$ cat src/rtl/dps_pkg.sv
package dps_pkg;
   typedef enum logic {
      CH_IDLE = 1'b0,
      CH_BUSY = 1'b1
   } ch_state_e;
endpackage

$ cat src/rtl/dps_beat_fmt.sv
module dps_beat_fmt #(
   parameter int  DATA_W    = 64,
   parameter bit  PARITY_EN = 1'b1,
   localparam int BYTES     = DATA_W / 8,
   localparam int CNT_W     = $clog2(BYTES) + 1
) (
   input  logic              is_last,
   input  logic [CNT_W-1:0]  last_bytes,
   input  logic [DATA_W-1:0] data,
   output logic [BYTES-1:0]  keep,
   output logic [BYTES-1:0]  user
);
   for (genvar i = 0; i < BYTES; i++) begin : g_lane
      assign keep[i] = !is_last || (CNT_W'(i) < last_bytes);
      if (PARITY_EN) begin : g_par
         assign user[i] = keep[i] & (^data[8*i +: 8]);
      end else begin : g_nopar
         assign user[i] = 1'b0;
      end
   end
endmodule

$ cat src/rtl/dps_channel.sv
module dps_channel
   import dps_pkg::*;
#(
   parameter int  DATA_W    = 64,
   parameter int  LEN_W     = 16,
   parameter bit  PARITY_EN = 1'b1,
   localparam int BYTES     = DATA_W / 8,
   localparam int BW        = $clog2(BYTES),
   localparam int CNT_W     = BW + 1,
   localparam int BEAT_W    = LEN_W - BW + 1
) (
   input  logic              clk,
   input  logic              rst_n,
   input  logic              cmd_valid,
   input  logic [LEN_W-1:0]  cmd_len,
   output logic              cmd_ready,
   input  logic              src_valid,
   input  logic [DATA_W-1:0] src_data,
   output logic              src_ready,
   output logic              tvalid,
   input  logic              tready,
   output logic [DATA_W-1:0] tdata,
   output logic [BYTES-1:0]  tkeep,
   output logic              tlast,
   output logic [BYTES-1:0]  tuser
);
   ch_state_e           state;
   logic [BEAT_W-1:0]   fetch_left;
   logic [CNT_W-1:0]    last_bytes;
   logic                out_valid;
   logic                out_last;
   logic [DATA_W-1:0]   out_data;
   logic [BYTES-1:0]    fmt_keep;
   logic [BYTES-1:0]    fmt_user;
   logic [LEN_W:0]      len_round;
   logic [LEN_W-1:0]    len_m1;
   logic                slot_free;
   logic                load;
   logic                take_cmd;

   assign len_round = {1'b0, cmd_len} + (LEN_W + 1)'(BYTES - 1);
   assign len_m1    = cmd_len - LEN_W'(1);
   assign slot_free = !out_valid || tready;
   assign cmd_ready = (state == CH_IDLE);
   assign take_cmd  = cmd_ready && cmd_valid && (cmd_len != '0);
   assign src_ready = (state == CH_BUSY) && (fetch_left != '0) && slot_free;
   assign load      = src_ready && src_valid;

   always_ff @(posedge clk) begin
      if (!rst_n) begin
         state      <= CH_IDLE;
         fetch_left <= '0;
         last_bytes <= '0;
      end else begin
         if (take_cmd) begin
            state      <= CH_BUSY;
            fetch_left <= len_round[LEN_W:BW];
            last_bytes <= {1'b0, len_m1[BW-1:0]} + CNT_W'(1);
         end else begin
            if (load) fetch_left <= fetch_left - BEAT_W'(1);
            if (out_valid && tready && out_last) state <= CH_IDLE;
         end
      end
   end

   always_ff @(posedge clk) begin
      if (!rst_n) begin
         out_valid <= 1'b0;
         out_last  <= 1'b0;
         out_data  <= '0;
      end else if (load) begin
         out_valid <= 1'b1;
         out_last  <= (fetch_left == BEAT_W'(1));
         out_data  <= src_data;
      end else if (tready) begin
         out_valid <= 1'b0;
      end
   end

   dps_beat_fmt #(
      .DATA_W    (DATA_W),
      .PARITY_EN (PARITY_EN)
   ) u_fmt (
      .is_last    (out_last),
      .last_bytes (last_bytes),
      .data       (out_data),
      .keep       (fmt_keep),
      .user       (fmt_user)
   );

   assign tvalid = out_valid;
   assign tdata  = out_data;
   assign tlast  = out_valid && out_last;
   assign tkeep  = out_valid ? fmt_keep : '0;
   assign tuser  = out_valid ? fmt_user : '0;


   hold_stable_chk: assert property (@(posedge clk) disable iff (!rst_n)
      (tvalid && !tready) |=> (tvalid && $stable(tdata) && $stable(tkeep)
                               && $stable(tlast) && $stable(tuser)));

   keep_full_chk: assert property (@(posedge clk) disable iff (!rst_n)
      (tvalid && !tlast) |-> (tkeep == '1));

   keep_packed_chk: assert property (@(posedge clk) disable iff (!rst_n)
      (tvalid && tlast) |-> (tkeep[0] && ((tkeep & (tkeep + BYTES'(1))) == '0)));

   parity_mask_chk: assert property (@(posedge clk) disable iff (!rst_n)
      (tuser & ~tkeep) == '0);

   busy_closed_chk: assert property (@(posedge clk) disable iff (!rst_n)
      tvalid |-> !cmd_ready);

   reopen_chk: assert property (@(posedge clk) disable iff (!rst_n)
      (tvalid && tready && tlast) |=> cmd_ready);
endmodule

$ cat src/rtl/dps_stream_source.sv
module dps_stream_source #(
   parameter int  NUM_CH    = 4,
   parameter int  DATA_W    = 64,
   parameter int  LEN_W     = 16,
   parameter bit  PARITY_EN = 1'b1,
   localparam int BYTES     = DATA_W / 8
) (
   input  logic                     clk,
   input  logic                     rst_n,
   input  logic [NUM_CH-1:0]        cmd_valid,
   input  logic [NUM_CH*LEN_W-1:0]  cmd_len,
   output logic [NUM_CH-1:0]        cmd_ready,
   input  logic [NUM_CH-1:0]        src_valid,
   input  logic [NUM_CH*DATA_W-1:0] src_data,
   output logic [NUM_CH-1:0]        src_ready,
   output logic [NUM_CH-1:0]        c2h_tvalid,
   input  logic [NUM_CH-1:0]        c2h_tready,
   output logic [NUM_CH*DATA_W-1:0] c2h_tdata,
   output logic [NUM_CH*BYTES-1:0]  c2h_tkeep,
   output logic [NUM_CH-1:0]        c2h_tlast,
   output logic [NUM_CH*BYTES-1:0]  c2h_tuser
);
   if (NUM_CH < 1) begin : g_bad_ch
      $error("NUM_CH must be at least 1");
   end
   if (DATA_W < 16 || (DATA_W % 8) != 0) begin : g_bad_w
      $error("DATA_W must be a multiple of 8 and at least 16");
   end
   if ((BYTES & (BYTES - 1)) != 0) begin : g_bad_pow
      $error("DATA_W/8 must be a power of two");
   end
   if (LEN_W <= $clog2(BYTES)) begin : g_bad_len
      $error("LEN_W too small for the beat size");
   end

   for (genvar c = 0; c < NUM_CH; c++) begin : g_ch
      dps_channel #(
         .DATA_W    (DATA_W),
         .LEN_W     (LEN_W),
         .PARITY_EN (PARITY_EN)
      ) u_ch (
         .clk       (clk),
         .rst_n     (rst_n),
         .cmd_valid (cmd_valid[c]),
         .cmd_len   (cmd_len[c*LEN_W +: LEN_W]),
         .cmd_ready (cmd_ready[c]),
         .src_valid (src_valid[c]),
         .src_data  (src_data[c*DATA_W +: DATA_W]),
         .src_ready (src_ready[c]),
         .tvalid    (c2h_tvalid[c]),
         .tready    (c2h_tready[c]),
         .tdata     (c2h_tdata[c*DATA_W +: DATA_W]),
         .tkeep     (c2h_tkeep[c*BYTES +: BYTES]),
         .tlast     (c2h_tlast[c]),
         .tuser     (c2h_tuser[c*BYTES +: BYTES])
      );
   end
endmodule

$ cat config.mk
export PLATFORM = sky130hd
export DESIGN_NAME = dps_stream_source
export DESIGN_NICKNAME = d
export VERILOG_FILES = /design/src/rtl/dps_pkg.sv /design/src/rtl/dps_beat_fmt.sv /design/src/rtl/dps_channel.sv /design/src/rtl/dps_stream_source.sv
export SDC_FILE = /design/constraint.sdc
export NUM_CORES = 1
export LEC_CHECK = 0
export BUFFER_PORTS_ARGS = -buffer_cell sky130_fd_sc_hd__buf_2
export CAP_MARGIN = 20
export CORE_AREA = 2 2 262 264
export DETAILED_ROUTE_END_ITERATION = 8
export DIE_AREA = 0 0 264 266
export PLACE_DENSITY = 0.46
export SYNTH_ARGS = -nofsm -noshare
export SYNTH_HDL_FRONTEND = slang
export SYNTH_HIERARCHICAL = 1
export SYNTH_SLANG_ARGS = --single-unit
$ cat constraint.sdc
create_clock -name clk -period 2.99 [get_ports clk]
set_clock_uncertainty 0.15 [all_clocks]
set_input_delay 0.897 -clock clk [delete_from_list [all_inputs] [get_ports clk]]
set_output_delay 0.897 -clock clk [all_outputs]
set_load 0.005 [all_outputs]
Word level (Yosys, flattened, before mapping)
Cells that the tools add are included.
Widths: inputs -> output; s select.
- add/sub/neg operators: 16
- $lt $le $gt $ge: 32
- equality and inequality tests: 4
- muxes and demuxes: 32
- bitwise operators: 36
- reductions and logical operators: 128
- operators with widths (cell ; number):
    $reduce_xor 8->1 ; 32
    $mux 14 ; 8
    $add 16x3->17 const B ; 4
    $lt 3x4->1 const A ; 16
    $mux 8 ; 8
    $reduce_bool 16->1 ; 4
    $eq 14x1->1 const B ; 4
    $reduce_bool 14->1 ; 4
    $sub 14x1->14 const B ; 4
    $logic_or 1x1->1 ; 36
    $and 1x1->1 ; 32
    $logic_and 1x1->1 ; 32
    $lt 1x4->1 const A ; 8
    $lt 2x4->1 const A ; 8
    $reduce_bool 2->1 ; 12
    $add 3x1->4 const B ; 4
    $mux 1 ; 16
    $sub 3x1->3 const B ; 4
    $logic_not 1->1 ; 8
    $not 1->1 ; 4
- flip-flop bits (word level): 340
- input bits: 334
- logic and storage cells: 272

Logic depth before layout (Yosys ltp)
Gate-level depths: netlist of the first run.
- word-level depth: 6
- gate-level depth with buffers: 9
- depth with buffers taken out: 7

Modules after synthesis
Netlist of the first run, hierarchy kept.
- modules (own cells, without submodules) (module ; instances ; cells an instance ; area an instance (sq um) ; seq. area each (sq um)):
    dps_channel ; 4 ; 474 ; 3732.3 ; 1701.6
    dps_beat_fmt ; 4 ; 79 ; 620.6 ; 0.0

Worst setup path before layout of the first run
No wires, ideal clock.
- kind: input to register
- from: input port cmd_len[0]
- to: register g_ch[0].u_ch.fetch_left[10]
- setup time: 132 ps
- arrival time: 2239 ps
- slack: 469 ps
- cell stages on the path: 9
- cells stage by stage: inv_1 ha_1 nor4b_1 and4_1 or2_2 buf_2 clkbuf_1 o21ai_0 a21oi_1
- cells in the longest elaborated chain, start to end: 3
- elaborated cells between the ends (all ways): 5
- those cells by class: add/sub: 1; mux: 1; reduce/logical: 3
- RTL lines (element ; line ; source):
    start: declaration ; dps_stream_source.sv:11 ; input logic [NUM_CH*LEN_W-1:0] cmd_len,
    parallel branches: the longest is 3 deep, another holds $add 16x3->17 ; -- ;
    end signal: assignment ; dps_channel.sv:57 ; fetch_left <= len_round[LEN_W:BW];
    end signal: assignment ; dps_channel.sv:60 ; if (load) fetch_left <= fetch_left - BEAT_W'(1);
    end: declaration ; dps_channel.sv:28 ; logic [BEAT_W-1:0] fetch_left;
Parallel ways; which one is timed is not known.
A chain may end at the register's enable or synchronous reset.

Final worst setup path of the first run
- from: register g_ch[3].u_ch.out_last
- to: output port c2h_tuser[24]
- cells in the longest elaborated chain, start to end: 4
- RTL lines (element ; line ; source):
    start: declaration ; dps_channel.sv:31 ; logic out_last;
    start signal: assignment ; dps_channel.sv:73 ; out_last <= (fetch_left == BEAT_W'(1));
    $logic_not 1->1 ; dps_beat_fmt.sv:14 ; assign keep[i] = !is_last || (CNT_W'(i) < last_bytes);
    $logic_or 1x1->1 ; dps_beat_fmt.sv:14 ;
    named net g_ch[3].u_ch.fmt_keep[0] ; dps_channel.sv:33 ; logic [BYTES-1:0] fmt_keep;
    $and 1x1->1 ; dps_beat_fmt.sv:16 ; assign user[i] = keep[i] & (^data[8*i +: 8]);
    named net g_ch[3].u_ch.fmt_user[0] ; dps_channel.sv:34 ; logic [BYTES-1:0] fmt_user;
    $mux 8 ; dps_channel.sv:95 ; assign tuser = out_valid ? fmt_user : '0;
    end: declaration ; dps_stream_source.sv:21 ; output logic [NUM_CH*BYTES-1:0] c2h_tuser
The timed path passes the listed nets, and every way through them passes these cells.

==> reports/qor.txt, run 1 <==
CP Launch Type - register
Yosys warning total - 6
critical-path maximum fanout - 3
HP Start - g_ch[1].u_ch/out_last$_SDFFE_PN0P_
Chip Height - 266 um
Setup WS pre-CTS - 167 ps
vias in the first global route - 17100
synth-to-layout area growth - 39.5%
leak pwr - 10.3 nW
first-pass GRT wire length - 97.4 mm
drt first-iter violations - 910
grt total ovfl - 0
Power Internal - 0.00902 W
ys flop type - dfxtp_1
Seq/Total Area, Yosys - 39.1%
setup violators final - 6
initial antenna violation count - 27
All-Layer GR Usage - 17.3%
htree depth - 2
Peak Freq - 0.320 GHz
Post-synth EDFFs - 0
total routed wirelength - 64.8 mm
result of the run - finished, violations left
Area after DPL - 21800 sq um
I/O Pins - 670
Mapped Cells - 2212
Worst R2R Start - g_ch[2].u_ch/fetch_left[4]$_SDFFE_PN0P_
Max stage delay on crit path - 320 ps
#FFs+latches synth - 340
top cell family by delay on the critical path - simple AND/OR/NAND/NOR gates
clock sink count - 340
via count - 17700
post-route clock period utilization - 104%
sw frac - 29.1%
crit path launch - g_ch[3].u_ch/out_last$_SDFFE_PN0P_
I/O Buffers - 669
Hold Violations, Final - 0
Mean Syn Cell Area - 7.87 sq um
worst setup margin - -134 ps
Setup CP Type - reg -> out
Slew Viols, Final - 0
Sw Pwr - 0.00371 W
initial core utilization - 25.7%
DR WL/cell - 16.9 um
share of layout cells above drive strength 1 - 35.0%
Final nets - 3239
Tmin final - 3120 ps
Core ar. - 67700 sq um
Detail Placement HPWL - 48.3 mm
number of vias per cell - 4.62
Slew HR - 53.7%
Slew @ Worst Pin - 677 ps
post-synth cell types - 52
Max rail drop VDD - 0.498 mV
asr flop ratio synth - 0%
Tot Pwr - 0.0127 W
Synth area leaders - dfxtp_1 39%, nand2_1 13%, xnor2_1 11%
cell mode on critical path - and2_4
WP buf/inv - 2
power per cell area - 524 nW/um^2
Die Span X - 264 um
CTS tree - yes
RSZ-0062 raised after global routing - true
Max Cap Viol - 0
Seq pwr share - 40.0%
Synth top area share - 39.1%
Hold Path Class - reg -> reg
combinational cell fraction of total power - 19.6%
clk root buf - clkbuf_16
largest net degree at the start of global routing - 78
required time of the critical path - 1940 ps
clk_lat worst skew - 570 ps
Worst-path clk slew - 60 ps
cell area after synthesis - 17400 sq um
cell area after layout - 24300 sq um
RD Place Congestion - 0.870
clk buf depth - 3
syn nets - 2562
data arrival time of the critical path - 2080 ps
final antenna-violating net count - 0
Clk pwr share - 40.4%
DR DRC count - 0
crit path cell chain - nor2b_4 -> inv_2 -> or3_4 -> or2_4 -> and2_4 -> and2_4 -> buf_6
DRT Pass-1 Iters - 5
failing checks - setup timing
cell taking the most area after synthesis - dfxtp_1
fillers - 7244
Die ar. - 70200 sq um
total CTS buffers - 43
CP Capture Type - output pin
row cnt - 96
Critical Path Slowest Stage Cell - dfxtp_2
## final cells by class
type / count / area (sq um) / share of cell area [%]
Multi-Input combinational cell: 1716 / 10600 / 43.5
Antenna cell: 22 / 55.1 / 0.227
Tap cell: 882 / 1100 / 4.54
Sequential cell: 340 / 6900 / 28.4
Inverter: 40 / 165 / 0.680
Timing Repair Buffer: 748 / 4120 / 16.9
Clock buffer: 64 / 1270 / 5.22
Clock inverter: 13 / 110 / 0.453
## registers in the layout, indices dropped and copies added, names as in the netlist
signal,flops
g_ch.u_ch/tdata,256
g_ch.u_ch/fetch_left,56
g_ch.u_ch/last_bytes,16
g_ch.u_ch/out_last,4
g_ch.u_ch/state,4
g_ch.u_ch/tvalid,4
## cell usage after synthesis (all sizes together) (28+ instances only)
master  instances
inv            40
clkbuf         76
nor3           28
a21oi         320
and2           80
nand2         608
buf            40
xor2           88
nand3          48
xnor2         212
nor2           40
o21ai          40
dfxtp         340
## path summary, 6_finish.rpt
path	endpoint	slack, ps	cells past startpoint
setup / recovery	c2h_tuser[24]	-130	7
hold / removal	g_ch[1].u_ch/out_last$_SDFFE_PN0P_	310	2
setup reg to reg	g_ch[2].u_ch/tdata[23]$_SDFFE_PN0P_	650	6
hold reg to reg	g_ch[1].u_ch/out_last$_SDFFE_PN0P_	310	2
## repair_timing
item                                    in CTS  in global routing
pin swaps                                   23                 45
buffers inserted                            19                 16
endpoints found under the setup margin      26                 35
gates resized for setup                     90                109
hold buffers                                 0                  0
## metrics by stage
stage	TNS (ps)	instances	hold WS, ps	util [%]
after floorplan	0	2212	291	-
after global placement	0	3692	306	32.1
after detailed placement	0	3692	311	32.1
after CTS	-758	3788	317	34.9
after global routing	-1500	3823	339	35.9
final	-471	3825	310	35.9
## power groups by stage
stage	Combinational, W	Sequential [W]	Clock, W
finish	0.00249	0.00509	0.00515
global placement	0.00227	0.00513	0
CTS	0.00241	0.00506	0.00537
floorplan	0.00135	0.00510	0
global route	0.00275	0.00512	0.00553
detailed placement	0.00228	0.00514	0
## layout by cell type (no fill, tap or decap), types with 13 or more instances in the layout
cell type	synthesis	routed
nand4_1	16	16
xor2_1	88	72
nand3_1	48	44
xor2_2	0	14
inv_1	36	24
diode_2	0	22
nand2_1	608	608
xnor2_2	0	34
buf_6	20	13
nor4_1	24	16
clkbuf_16	0	45
xnor2_1	212	177
buf_2	20	659
and2_1	72	57
dfxtp_1	340	284
o21ai_0	36	36
or4_1	16	16
dfxtp_2	0	47
and2_4	0	18
nor2_1	40	39
nor3_1	24	24
a21oi_1	320	314
buf_4	0	68
a31oi_1	24	24
## worst reg2reg max path, cell delays in order, from the launching register on
cell     delay, ps
dfxtp_1        370
or4_4          600
nor3_2         500
a21oi_4        110
buf_12         200
nand2_1        200
a21oi_1         60
## per-layer routing
layer	GRT usage, %	part of all wire, %	vias to the layer above
li1	-	-	8813
met2	30.3	51	481
met5	0	0.057	-
met1	20.5	41	8242
met4	7.46	3.3	6
met3	3.41	5.0	123
## logic make-up after synthesis
group	Yosys count	share of synthesized area [%]
XOR/XNOR	300	15.1
flip-flops	340	39.1
buffers and inverters	156	4.37
AND/OR/NAND/NOR	948	25.6
adder cells (fa/ha/maj)	16	1.15
AO/OA/AOI/OAI	452	14.7
No activity file was read; power rests on OpenSTA's default activity.
==> run 2: changes to the inputs <==
--- a/config.mk
+++ b/config.mk
@@ -5,12 +5,13 @@
 export SDC_FILE = /design/constraint.sdc
 export NUM_CORES = 1
 export LEC_CHECK = 0
+export ABC_AREA = 1
 export BUFFER_PORTS_ARGS = -buffer_cell sky130_fd_sc_hd__buf_2
 export CAP_MARGIN = 20
-export CORE_AREA = 2 2 262 264
+export CORE_AREA = 2 2 260 262
 export DETAILED_ROUTE_END_ITERATION = 8
-export DIE_AREA = 0 0 264 266
-export PLACE_DENSITY = 0.46
+export DIE_AREA = 0 0 262 264
+export PLACE_DENSITY_LB_ADDON = 0.15
 export SYNTH_ARGS = -nofsm -noshare
 export SYNTH_HDL_FRONTEND = slang
 export SYNTH_HIERARCHICAL = 1
==> run 2 against run 1 <==
The run now ends clean; sequential power up 8.1%; worst setup slack better by 250 ps; final cell count up 35%; clock power up 8.2%; total power up 20%; largest cell class unchanged.
==> reports/qor.txt, run 2 <==
setup violators final - 0
data arrival time of the critical path - 1830 ps
Max Cap Viol - 0
Max rail drop VDD - 0.341 mV
Post-CTS Hold Fix Bufs - 0
most frequent cells in the layout - 1109 x nand2_1, 668 x buf_2, 629 x inv_1
share of layout cells above drive strength 1 - 23.5%
cell area after layout - 27700 sq um
Seq/Total Area, Yosys - 31.2%
hold_ws - 312 ps
critical-path maximum fanout - 4
post-route clock period utilization - 96.2%
Yosys warning total - 6
Slew Viols, Final - 0
vias in the first global route - 20500
Synth top cells by count - 1116 x nand2_1, 636 x inv_1, 340 x dfxtp_1, 340 x nor2_1, 308 x o21ai_0
synth-to-layout area growth - 27.1%
grt total ovfl - 0
Mean Syn Cell Area - 6.06 sq um
crit path launch - g_ch[1].u_ch/fetch_left[0]$_SDFFE_PN0P_
leak pwr - 14.6 nW
DR WL/cell - 14.0 um
cell taking the most area after synthesis - dfxtp_1
ys flop type - dfxtp_1
clock sink count - 340
Detail Placement HPWL - 56.5 mm
Slew @ Worst Pin - 479 ps
initial core utilization - 32.8%
total CTS buffers - 45
compound-gate portion of the synthesized area - 16.1%
Post-synth EDFFs - 0
crit path cell chain - inv_2 -> ha_4 -> nand2_1 -> nor2_4 -> nand2_2 -> and3_1 -> buf_2
Die Span X - 262 um
RSZ-0062 raised after global routing - false
max reg flops - 256
Synth top area share - 31.2%
Slew HR - 68.0%
row cnt - 95
I/O Pins - 670
clk root buf - clkbuf_16
asr flop ratio synth - 0%
clk buf depth - 3
Critical Path End - src_ready[1]
Max stage delay on crit path - 340 ps
Hold Path Class - reg -> reg
Critical Path Slowest Stage Cell - dfxtp_1
required time of the critical path - 1940 ps
result of the run - complete, no violations
R2R cell count - 10
CP Launch Type - register
All-Layer GR Usage - 19.9%
Worst R2R Start - g_ch[1].u_ch/fetch_left[0]$_SDFFE_PN0P_
Chip Height - 264 um
Worst-path clk slew - 50 ps
final core occ - 41.7%
Core ar. - 66600 sq um
Peak Freq - 0.348 GHz
main combinational cell family by area after synthesis - simple AND/OR/NAND/NOR gates
Synth Area in Simple Gates - 30.9%
Synth Area in Adders - 0.918%
flop-to-flop setup slack - 740 ps
fraction of synthesized area in multiplexers - 0%
Hold Crit Depth - 2
DRT Pass-1 Iters - 5
I/O Buffers - 669
final antenna-violating net count - 0
CTS tree - yes
drt first-iter violations - 1223
post-synth cell types - 28
CP Capture Type - output pin
total routed wirelength - 72.2 mm
initial antenna violation count - 18
#FFs+latches synth - 340
reg2reg end - g_ch[1].u_ch/tdata[52]$_SDFFE_PN0P_
cell area after synthesis - 21800 sq um
commonest non-fill, non-tap cell in the layout - nand2_1
Setup CP Type - reg -> out
largest net degree at the start of global routing - 65
Synth Area in XOR/XNOR - 5.78%
Die ar. - 69200 sq um
power per cell area - 549 nW/um^2
Hold Violations, Final - 0
Synth area leaders - dfxtp_1 31%, nand2_1 19%, inv_1 11%
DR DRC count - 0
Area after DPL - 26000 sq um
Tmin final - 2880 ps
Final nets - 4588
clk_lat worst skew - 570 ps
htree depth - 2
via count - 22900
first-pass GRT wire length - 111 mm
count leader, synth - nand2_1
number of vias per cell - 4.45
Final TNS setup - 0 ps
RD Place Congestion - 0.886
Mapped Cells - 3600
syn nets - 3950
-- run 2: metrics by stage --
stage | cells | setup slack (ps) | power [W]
after global placement | 5062 | 401 | 0.00962
after floorplan | 3600 | 732 | 0.00827
after global routing | 5155 | 0.298 | 0.0163
after detailed placement | 5062 | 345 | 0.00965
after CTS | 5145 | 11.9 | 0.0154
final | 5156 | 113 | 0.0152
-- run 2: logic make-up (layout without fill, tap and decap cells) --
family / after synthesis / count (layout)
simple gates: 1668 / 1668
xor+xnor: 144 / 144
compound gates: 656 / 656
fa+ha+maj: 16 / 16
other cells: 0 / 10
buf+inv: 776 / 1449
flops: 340 / 340
-- run 2: worst min-delay path by stage --
stage / start / to
after CTS: g_ch[0].u_ch/tdata[62]$_SDFFE_PN0P_ / g_ch[0].u_ch/tdata[62]$_SDFFE_PN0P_
final: g_ch[1].u_ch/tdata[40]$_SDFFE_PN0P_ / g_ch[1].u_ch/tdata[40]$_SDFFE_PN0P_
after global placement: g_ch[2].u_ch/tdata[41]$_SDFFE_PN0P_ / g_ch[2].u_ch/tdata[41]$_SDFFE_PN0P_
after detailed placement: g_ch[0].u_ch/tdata[62]$_SDFFE_PN0P_ / g_ch[0].u_ch/tdata[62]$_SDFFE_PN0P_
after floorplan: g_ch[0].u_ch/tdata[38]$_SDFFE_PN0P_ / g_ch[0].u_ch/tdata[38]$_SDFFE_PN0P_
after global routing: g_ch[0].u_ch/tdata[15]$_SDFFE_PN0P_ / g_ch[0].u_ch/tdata[15]$_SDFFE_PN0P_
-- run 2: area by class of cell --
class / count / area (sq um)
clock inverters: 16 / 193
diodes: 10 / 25.0
repair buffers: 715 / 3890
well taps: 873 / 1090
inverters: 652 / 2450
fillers: 7276 / 38800
flip-flops and latches: 340 / 6920
multi-input cells: 2484 / 11800
clock buffers: 66 / 1320
-- run 2: per-layer routing --
metal | routed length, um | up-vias | global-route usage (%)
met1 | 31600 | 9998 | 24.8
met3 | 4620 | 89 | 4.22
met4 | 1500 | 6 | 5.47
li1 | - | 12300 | -
met2 | 34400 | 538 | 34.3
met5 | 35 | - | 0
-- run 2: timing repair --
item | in CTS | in global routing
pin swaps | 1 | 4
hold endpoints to repair | 0 | 0
setup endpoints to repair | 4 | 23
gates resized for setup | 13 | 100
buffers inserted | 1 | 1
-- run 2: worst max-delay path, delay by kind of cell, from the launching register on --
kind | cells | cell delay, ps
buf+inv | 2 | 220
fa+ha+maj | 1 | 160
simple gates | 4 | 550
flops | 1 | 340
-- run 2: power by group --
group          internal, W  switching [W]
logic              0.00168        0.00246
clock network      0.00339        0.00218
registers          0.00498       0.000529
==> run 3: changes to the inputs <==
==> constraint.sdc (replaced) <==
create_clock -name clk -period 2.99 [get_ports clk]
set_clock_uncertainty 0.15 [all_clocks]
set_input_delay 0.598 -clock clk [delete_from_list [all_inputs] [get_ports clk]]
set_output_delay 0.598 -clock clk [all_outputs]
set_load 0.005 [all_outputs]
==> run 3 against run 2 <==
Total power shrank 0.69%; clock power hardly changed; sequential share of layout area decreased by 0.14 points; via count shrank 0.16%.
==> reports/qor.txt, run 3 (synthesized netlist as in run 2, its figures left out) <==
leak pwr - 14.5 nW
Post-CTS Hold Fix Bufs - 0
CTS tree - yes
required time of the critical path - 2240 ps
DR DRC count - 0
Detail Placement HPWL - 56.9 mm
largest net degree at the start of global routing - 63
DR WL/cell - 14.0 um
All-Layer GR Usage - 19.9%
Die ar. - 69200 sq um
Hold Violations, Final - 0
first-pass GRT wire length - 111 mm
data arrival time of the critical path - 2030 ps
CP Launch Type - register
drt first-iter violations - 1196
fillers - 7323
result of the run - complete, no violations
cts repair resizes - 0
clk buf depth - 3
Slew @ Worst Pin - 473 ps
clk root buf - clkbuf_16
Max Cap Viol - 0
commonest non-fill, non-tap cell in the layout - nand2_1
Final TNS setup - 0 ps
cell area after layout - 27400 sq um
Max rail drop VDD - 0.370 mV
combinational cell fraction of total power - 26.8%
RSZ-0062 raised after global routing - false
Clk pwr share - 37.0%
total CTS buffers - 45
I/O Buffers - 669
share of layout cells above drive strength 1 - 21.3%
Slew HR - 68.4%
Sw Pwr - 0.00516 W
number of vias per cell - 4.45
Hold Path Class - in -> reg
setup violators final - 0
Seq pwr share - 36.2%
Cells after DPL - 5060
Power Internal - 0.00995 W
Die Span X - 262 um
row cnt - 95
Tmin final - 2780 ps
Tot Pwr - 0.0151 W
RD Place Congestion - 0.858
final antenna-violating net count - 0
total routed wirelength - 72.3 mm
most frequent cells in the layout - 1116 x nand2_1, 668 x buf_2, 636 x inv_1
Slew Viols, Final - 0
initial antenna violation count - 15
clk_lat worst skew - 590 ps
Area after DPL - 25900 sq um
Non-Filler Instances - 5148
I/O Pins - 670
Post-CTS Setup Repair Bufs - 0
vias in the first global route - 20700
via count - 22900
max reg flops - 256
DRT Pass-1 Iters - 7
critical-path maximum fanout - 4
CP Capture Type - output pin
power per cell area - 551 nW/um^2
initial core utilization - 32.8%
post-route clock period utilization - 92.8%
Core ar. - 66600 sq um
clock sink count - 340
htree depth - 2
sw frac - 34.1%
grt total ovfl - 0
synth-to-layout area growth - 25.8%
Setup CP Type - reg -> out
Worst-path clk slew - 60 ps
Peak Freq - 0.360 GHz
Chip Height - 264 um
Final nets - 4584
run 3: cell type report:
class | count | area, sq um | area share, %
antenna | 8 | 20.0 | 0.0730
clock buffer | 58 | 1240 | 4.54
clock inverter | 22 | 269 | 0.980
inverter | 652 | 2450 | 8.92
multi-input combinational | 2484 | 11700 | 42.8
sequential | 340 | 6810 | 24.8
tap | 873 | 1090 | 3.98
timing repair buffer | 711 | 3820 | 13.9
run 3: per-layer routing:
layer	track usage [%]	vias up	share of wire, %
li1	-	12300	-
met1	25.0	10000	44
met2	34.1	477	47
met3	4.13	105	6.3
met4	5.33	8	2.2
met5	0	-	0.075
run 3: critical path, cell delays in order (launching register included):
cell	delay, ps
dfxtp_1	330
inv_1	110
ha_1	250
nand2_1	110
nor2_2	180
nand2_1	150
and3_1	190
buf_2	130
run 3: per-stage QoR:
stage               utilization, %  setup WS [ps]  hold slack [ps]
detailed placement            38.9            499              315
finish                        41.2            215              131
floorplan                        -           1060              315
CTS                           41.2            168             85.9
global placement              38.9            502              309
global route                  41.2           69.2              119
run 3: worst paths after layout:
kind / startpoint / endpoint / slack, ps / depth (start not counted)
min reg2reg: g_ch[0].u_ch/tdata[62]$_SDFFE_PN0P_ / g_ch[0].u_ch/tdata[62]$_SDFFE_PN0P_ / 320 / 2
min: src_data[204] / g_ch[3].u_ch/tdata[12]$_SDFFE_PN0P_ / 130 / 3
max reg2reg: g_ch[1].u_ch/fetch_left[0]$_SDFFE_PN0P_ / g_ch[1].u_ch/tdata[45]$_SDFFE_PN0P_ / 640 / 9
max: g_ch[0].u_ch/fetch_left[0]$_SDFFE_PN0P_ / src_ready[0] / 210 / 7
run 3: power groups by stage:
stage | logic (W) | registers, W | clock network [W]
6_report | 0.00404 | 0.00548 | 0.00559
3_3_place_gp | 0.00405 | 0.00557 | 0
4_1_cts | 0.00408 | 0.00548 | 0.00578
2_1_floorplan | 0.00278 | 0.00549 | 0
5_1_grt | 0.00467 | 0.00555 | 0.00593
3_5_place_dp | 0.00406 | 0.00558 | 0
